===== src/rtl/vshrink_pkg.sv =====
package vshrink_pkg;
  localparam int LINE_W = 9;
  localparam int ZOOM_W = 8;
  localparam int NIB_W  = 4;
  localparam int IDX_W  = LINE_W - 1;
  localparam int ADDR_W = ZOOM_W + IDX_W;
  localparam int BYTE_W = 2 * NIB_W;
  localparam int TILE_W = NIB_W + 1;

  typedef logic [LINE_W-1:0] line_t;
  typedef logic [ADDR_W-1:0] addr_t;
  typedef logic [TILE_W-1:0] tile_t;
  typedef logic [NIB_W-1:0]  nib_t;
endpackage


===== src/rtl/vshrink_line_calc.sv =====
module vshrink_line_calc #(
  parameter int LINE_W = 9,
  localparam int IDX_W = LINE_W - 1
) (
  input  logic [LINE_W-1:0] scanline_i,
  input  logic [LINE_W-1:0] spr_y_i,
  output logic [IDX_W-1:0]  tbl_idx_o,
  output logic              lower_o
);
  logic [LINE_W-1:0] line_w;

  always_comb begin
    line_w    = scanline_i - spr_y_i;
    lower_o   = line_w[LINE_W-1];
    tbl_idx_o = lower_o ? ~line_w[IDX_W-1:0] : line_w[IDX_W-1:0];
  end
endmodule


===== src/rtl/vshrink_addr_hold.sv =====
module vshrink_addr_hold #(
  parameter int ADDR_W = 16
) (
  input  logic              clk,
  input  logic              rst_n,
  input  logic              load_i,
  input  logic [ADDR_W-1:0] addr_new_i,
  output logic [ADDR_W-1:0] addr_o
);
  logic [ADDR_W-1:0] held_q, held_d;

  always_comb begin
    held_d = held_q;
    if (load_i) held_d = addr_new_i;
  end

  always_ff @(posedge clk or negedge rst_n) begin
    if (!rst_n) held_q <= '0;
    else        held_q <= held_d;
  end

  assign addr_o = load_i ? addr_new_i : held_q;
endmodule


===== src/rtl/vshrink_field_mirror.sv =====
module vshrink_field_mirror #(
  parameter int NIB_W = 4,
  localparam int BYTE_W = 2 * NIB_W,
  localparam int TILE_W = NIB_W + 1
) (
  input  logic [BYTE_W-1:0] rom_byte_i,
  input  logic              lower_i,
  input  logic              en_i,
  output logic [TILE_W-1:0] tile_o,
  output logic [NIB_W-1:0]  row_o
);
  logic [NIB_W-1:0] hi_m, lo_m;

  for (genvar b = 0; b < NIB_W; b++) begin : g_flip
    assign hi_m[b] = rom_byte_i[NIB_W+b] ^ lower_i;
    assign lo_m[b] = rom_byte_i[b] ^ lower_i;
  end

  always_comb begin
    tile_o = '0;
    row_o  = '0;
    if (en_i) begin
      tile_o = {lower_i, hi_m};
      row_o  = lo_m;
    end
  end
endmodule


===== src/rtl/vshrink_line_map.sv =====
module vshrink_line_map
  import vshrink_pkg::*;
(
  input  logic              clk,
  input  logic              rst_n,
  input  logic              start_i,
  input  logic [LINE_W-1:0] scanline_i,
  input  logic [LINE_W-1:0] spr_y_i,
  input  logic [ZOOM_W-1:0] shrink_i,
  output logic [ADDR_W-1:0] rom_addr_o,
  input  logic [BYTE_W-1:0] rom_data_i,
  output logic [TILE_W-1:0] tile_idx_o,
  output logic [NIB_W-1:0]  tile_row_o,
  output logic              valid_o
);
  logic [IDX_W-1:0] tbl_idx_w;
  logic             lower_w;
  logic             valid_q, valid_d;
  logic             lower_q, lower_d;

  vshrink_line_calc #(.LINE_W(LINE_W)) u_calc (
    .scanline_i (scanline_i),
    .spr_y_i    (spr_y_i),
    .tbl_idx_o  (tbl_idx_w),
    .lower_o    (lower_w)
  );

  vshrink_addr_hold #(.ADDR_W(ADDR_W)) u_addr (
    .clk        (clk),
    .rst_n      (rst_n),
    .load_i     (start_i),
    .addr_new_i ({shrink_i, tbl_idx_w}),
    .addr_o     (rom_addr_o)
  );

  always_comb begin
    valid_d = start_i;
    lower_d = lower_q;
    if (start_i) lower_d = lower_w;
  end

  always_ff @(posedge clk or negedge rst_n) begin
    if (!rst_n) begin
      valid_q <= 1'b0;
      lower_q <= 1'b0;
    end else begin
      valid_q <= valid_d;
      lower_q <= lower_d;
    end
  end

  vshrink_field_mirror #(.NIB_W(NIB_W)) u_mirror (
    .rom_byte_i (rom_data_i),
    .lower_i    (lower_q),
    .en_i       (valid_q),
    .tile_o     (tile_idx_o),
    .row_o      (tile_row_o)
  );

  assign valid_o = valid_q;
endmodule


===== config.mk =====
export PLATFORM = sky130hd
export DESIGN_NAME = vshrink_line_map
export DESIGN_NICKNAME = d
export VERILOG_FILES = /design/src/rtl/vshrink_pkg.sv /design/src/rtl/vshrink_line_calc.sv /design/src/rtl/vshrink_addr_hold.sv /design/src/rtl/vshrink_field_mirror.sv /design/src/rtl/vshrink_line_map.sv
export SDC_FILE = /design/constraint.sdc
export NUM_CORES = 1
export LEC_CHECK = 0
export BUFFER_PORTS_ARGS = -buffer_cell sky130_fd_sc_hd__buf_2
export CORE_MARGIN = 2
export CORE_UTILIZATION = 42
export CTS_CLUSTER_DIAMETER = 200
export DETAILED_ROUTE_END_ITERATION = 12
export PLACE_DENSITY = 0.76
export SLEW_MARGIN = 10
export SYNTH_ARGS = -nofsm -noshare
export SYNTH_HDL_FRONTEND = slang
export SYNTH_HIERARCHICAL = 1
export SYNTH_SLANG_ARGS = --single-unit
export TNS_END_PERCENT = 20

===== constraint.sdc =====
create_clock -name clk -period 3.35 [get_ports clk]
set_clock_uncertainty 0.05 [all_clocks]
set_input_delay 0.67 -clock clk [delete_from_list [all_inputs] [get_ports clk]]
set_output_delay 0.67 -clock clk [all_outputs]
set_load 0.05 [all_outputs]

# Word level (Yosys, flattened, before mapping)
# Index checks and enable logic that the tools add are counted.
dict set report op_classes {
  addsub 1
  multipliers 0
  n_div 0
  order_cmp 0
  eq_ne 0
  shifts 0
  muxes 4
  bitwise_logic 9
  n_reduce_logical 0
}
# operator count
set ops {}
lappend ops {{$mux W16} 1}
lappend ops {{$sub A9 B9 Y9} 1}
lappend ops {{$mux W8} 1}
lappend ops {{$not A8 Y8} 1}
lappend ops {{$xor A1 B1 Y1} 8}
lappend ops {{$mux W5} 1}
lappend ops {{$mux W4} 1}
dict set report word_totals {
  regBits 18
  latchBits 0
  ramBits 0
  romBits 0
  input_bits 37
  output_inout_bits 26
  elab_cells 17
  memories 0
}

# Logic depth before layout (Yosys ltp)
dict set report depth {
  word_depth 4
  depth_mapped 10
  ltp_nobuf 9
}

# Hierarchy
# The synthesis kept the hierarchy.
# mod n_inst cells_per_inst area_each_um2 seq_area_each_um2
set by_module_without_submodules {}
lappend by_module_without_submodules {vshrink_addr_hold 1 34 649.4 400.4}
lappend by_module_without_submodules {vshrink_line_calc 1 62 484.2 0.0}
lappend by_module_without_submodules {vshrink_field_mirror 1 18 138.9 0.0}
lappend by_module_without_submodules {vshrink_line_map 1 3 65.1 50.0}

# Worst setup path before layout
# Ideal clock, no wire load.
dict set report synth_path {
  path_type {input port to output port}
  startpoint {input scanline_i[0]}
  endpoint {output rom_addr_o[5]}
  t_arrival_ns 2.711
  required_ns 2.630
  setup_slack_ns -0.081
  stages 10
  n_path_buf 1
  cell_sequence {inv_1 > ha_1 > fa_1 > nand2b_1 > a21oi_2 > o221ai_1 > a21boi_2 > buf_6 > xnor3_1 > mux2_4}
}
dict set report synth_between {
  elab_cells_between_ends 4
  classes_between {1 x add/sub; 2 x mux; 1 x bitwise}
}
# item line_no
set synth_rtl {}
lappend synth_rtl {{start: declaration} vshrink_line_map.sv:7} ;# input logic [LINE_W-1:0] scanline_i,
lappend synth_rtl {{$sub A9 B9 Y9} vshrink_line_calc.sv:13} ;# line_w = scanline_i - spr_y_i;
lappend synth_rtl {{via lower_w} vshrink_line_map.sv:17} ;# logic lower_w;
lappend synth_rtl {{$mux W8} vshrink_line_calc.sv:15} ;# tbl_idx_o = lower_o ? ~line_w[IDX_W-1:0] : line_w[IDX_W-1:0];
lappend synth_rtl {{via tbl_idx_w[5]} vshrink_line_map.sv:16} ;# logic [IDX_W-1:0] tbl_idx_w;
lappend synth_rtl {{$mux W16} -}
lappend synth_rtl {{end: declaration} vshrink_line_map.sv:10} ;# output logic [ADDR_W-1:0] rom_addr_o,
# The timed path passes the listed nets, and every way through them passes these cells.

# Worst setup path in the final report
dict set report layout_path {
  startpoint {input scanline_i[0]}
  endpoint {output rom_addr_o[3]}
}
# The elaborated chain is that of the path after synthesis.

==> key figures <==
Drt
  – Vias: 1,035
  – WL/cell: 12.03 microns
  – Post-route DRC: 0
  – Final ANT Viol Nets: 0
  – Routed WL: 2742 microns
  – Vias per cell: 4.539
  – 1st-pass router iterations: 3
  – Iteration-0 DRC Markers: 60

GRT
  – Vias in the first global route: 992
  – Initial antenna violation count: 0
  – Largest net degree at the start of global routing: 19
  – GR Overflow Total: 0
  – Global-route wire length before repair: 4209 microns
  – Total track usage: 15.00%

Setup path
  – Required time of the critical path: 2630 ps
  – Top cell by count, worst path: buf_6
  – Worst Path Arrival: 2620 ps
  – Startpoint Class: input port
  – Worst stage delay on the critical path: 340 ps
  – Worst-path fanout max: 8
  – Crit path kind: in -> out
  – Setup crit end kind: primary output
  – Critical path, cell by cell: buf_6, inv_2, ha_4, fa_2, nand2b_4, a21oi_4, o221ai_2, a21boi_4, buf_6, xnor2_2, mux2_4, buf_8
  – CP max stage cell: fa_2

CTS
  – CTS tree: yes
  – CTS Sinks: 18
  – Worst-path clk slew: 100 ps
  – CTS Buf Count: 3
  – Clk Latency, worst-skew pair: 290 ps
  – Hold-fix buffers, CTS: 0
  – Postcts setup bufs: 0
  – Longest Clk Path Bufs: 2
  – Number of H-tree levels: 1
  – CTS Root Cell: clkbuf_4

Placed design
  – Pre-CTS WS: -177.6 ps
  – Post-detail-place hpwl: 2201 microns
  – Dpl cell area: 0.001707 sq mm
  – Placed cell count: 224
  – GPL Wtd Cong: 0.8495
  – Port Buffers: 62

Finish
  – Final design instance area without fill: 0.001856 sq mm
  – Number of fill cells: 272
  – Highest-count cells in the layout ignoring fill and taps: 52 x buf_2, 18 x dfrtp_1, 12 x mux2_4, 12 x xor2_1, 9 x inv_1
  – Final core utilization: 60.78%
  – Most common cell after layout, fill and taps aside: buf_2
  – Layout Nets: 231
  – Non-Filler Instances: 228
  – Ant diodes: 0
  – Layout overhead on the synthesized area: 38.73%
  – Layout cells sized above 1: 54.35%

Pwr
  – Clk pwr share: 11.8%
  – Gate power share: 61.2%
  – Worst vdd ir: 267.2 uV
  – Seq pwr share: 26.9%
  – Leak Pwr: 0.9679 nW
  – Total power: 1.097 mW
  – Net Sw Power: 0.4857 mW
  – Sw Share: 44.27%
  – Internal power: 0.6113 mW
  – PwrDens: 591.2 mW/mm^2

STA
  – Final hold violations: 0
  – Highest clock rate: 299.5 MHz
  – RSZ-0062 raised after global routing: true
  – Final hold slack: 240.4 ps
  – Worst slew pin tran: 503.6 ps
  – Slew HR: 66.43%
  – Fin. max-slew vios: 0
  – Worst setup margin: 11.10 ps
  – TNS Setup: 0 ps
  – Crit share post-route: 99.67%
  – Number of setup violations in the final report: 0
  – Post-layout minimum cycle time: 3339 ps

Synth
  – Yosys top cell area share: 33.68%
  – Seq/Total Area, Yosys: 33.68%
  – Synth Area per Inst: 11.43 sq um
  – Synth warn: 6
  – Cell Area, Synth: 0.001338 sq mm
  – Synthesized Nets: 163
  – Flops & latches, synth: 18
  – Mapped Cells: 117
  – Area contributors post-synth: dfrtp_1 34%, mux2_4 12%, xor2_1 7.9%
  – Area leader, netlist: dfrtp_1
  – Post-synthesis cell type count: 28

Floorplanning
  – Die Height: 60.43 microns
  – Core Footprint: 0.003053 sq mm
  – # rows: 20
  – Initial core utilization: 43.81%
  – Die area: 0.003652 sq mm
  – Die X: 60.43 microns
  – Top-Level Pins: 63

Worst hold path
  – Type of the most critical hold path: in -> async

Outcome
  – Status: completed

Job
  – # Max-Cap Violations: 0
cell usage after synthesis:
| library cell | number |
|---|---|
| dfrtp_1 | 18 |
| o211ai_2 | 2 |
| a21boi_2 | 1 |
| xnor3_1 | 1 |
| o21a_1 | 2 |
| a21oi_2 | 1 |
| mux2_2 | 6 |
| and2b_1 | 1 |
| and2_1 | 8 |
| nor2_1 | 4 |
| ha_1 | 8 |
| fa_1 | 1 |
| xor2_1 | 12 |
| buf_12 | 1 |
| nand2_1 | 2 |
| nand2b_1 | 4 |
| xnor2_1 | 8 |
| o221ai_1 | 1 |
| a21oi_1 | 5 |
| o211ai_1 | 1 |
| a211oi_1 | 1 |
| buf_6 | 3 |
| or4_1 | 1 |
| o21ai_0 | 2 |
| or2_2 | 1 |
| inv_1 | 10 |
| mux2_4 | 11 |
| and2_2 | 1 |
path summary, 6_finish.rpt:
check	cells after the start	end	from	slack, ps
worst max-delay path	12	rom_addr_o[3]	scanline_i[0]	10
worst min-delay path	1	valid_o	rst_n	240
worst max register to register	1	lower_q	lower_q	2320
worst min register to register	1	u_addr/held_q[11]	u_addr/held_q[11]	450
max in group asynchronous	1	u_addr/held_q[15]	rst_n	2730
min in group clk	1	u_addr/held_q[11]	u_addr/held_q[11]	450
power by group through the flow:
| stage | logic (mW) | registers (mW) | clock network [mW] |
|---|---|---|---|
| after global routing | 0.711 | 0.302 | 0.150 |
| after floorplan | 0.486 | 0.286 | 0 |
| final | 0.671 | 0.296 | 0.130 |
| after detailed placement | 0.586 | 0.299 | 0 |
| after CTS | 0.653 | 0.296 | 0.137 |
| after global placement | 0.575 | 0.296 | 0 |
routing by layer:
layer | track usage [%] | vias up | wire, microns
met1 | 18.16 | 461 | 1149
met2 | 27.95 | 46 | 1370
met5 | 0 | - | 0
met4 | 2.795 | 0 | 12
met3 | 2.772 | 5 | 208
li1 | - | 523 | -
critical path, delay by kind of cell:
family | cells | cell delay (ps)
AO/OA/AOI/OAI | 3 | 470
XOR/XNOR | 1 | 130
adder cells (fa/ha/maj) | 2 | 490
multiplexers | 1 | 280
AND/OR/NAND/NOR | 1 | 160
buffers and inverters | 4 | 400
flip-flops by register name, indices dropped and copies added (netlist names):
name / flops
lower_q: 1
valid_o: 1
u_addr/held_q: 16
layout make-up:
| class | instances | area (sq um) | area share [%] |
|---|---|---|---|
| Clock buffer | 4 | 36.28 | 1.955 |
| Inverter | 10 | 37.54 | 2.023 |
| Multi-Input combinational cell | 85 | 850.8 | 45.85 |
| Sequential cell | 18 | 450.4 | 24.28 |
| Tap cell | 44 | 55.05 | 2.967 |
| Timing Repair Buffer | 67 | 425.4 | 22.93 |
cell families (layout without fill, tap and decap cells):
group,Yosys count,after routing,share of synthesized area [%]
compound gates,16,16,8.887
xor+xnor,21,21,14.78
fa+ha+maj,9,9,8.981
flops,18,18,33.68
simple gates,22,22,9.449
buf+inv,14,81,6.829
mux,17,17,17.40
what timing repair did:
action	in CTS	in global routing
setup endpoints to repair	8	8
gates resized for setup	18	10
pin swaps	2	7
hold endpoints to repair	0	0
(Power assumes the default switching activity.)
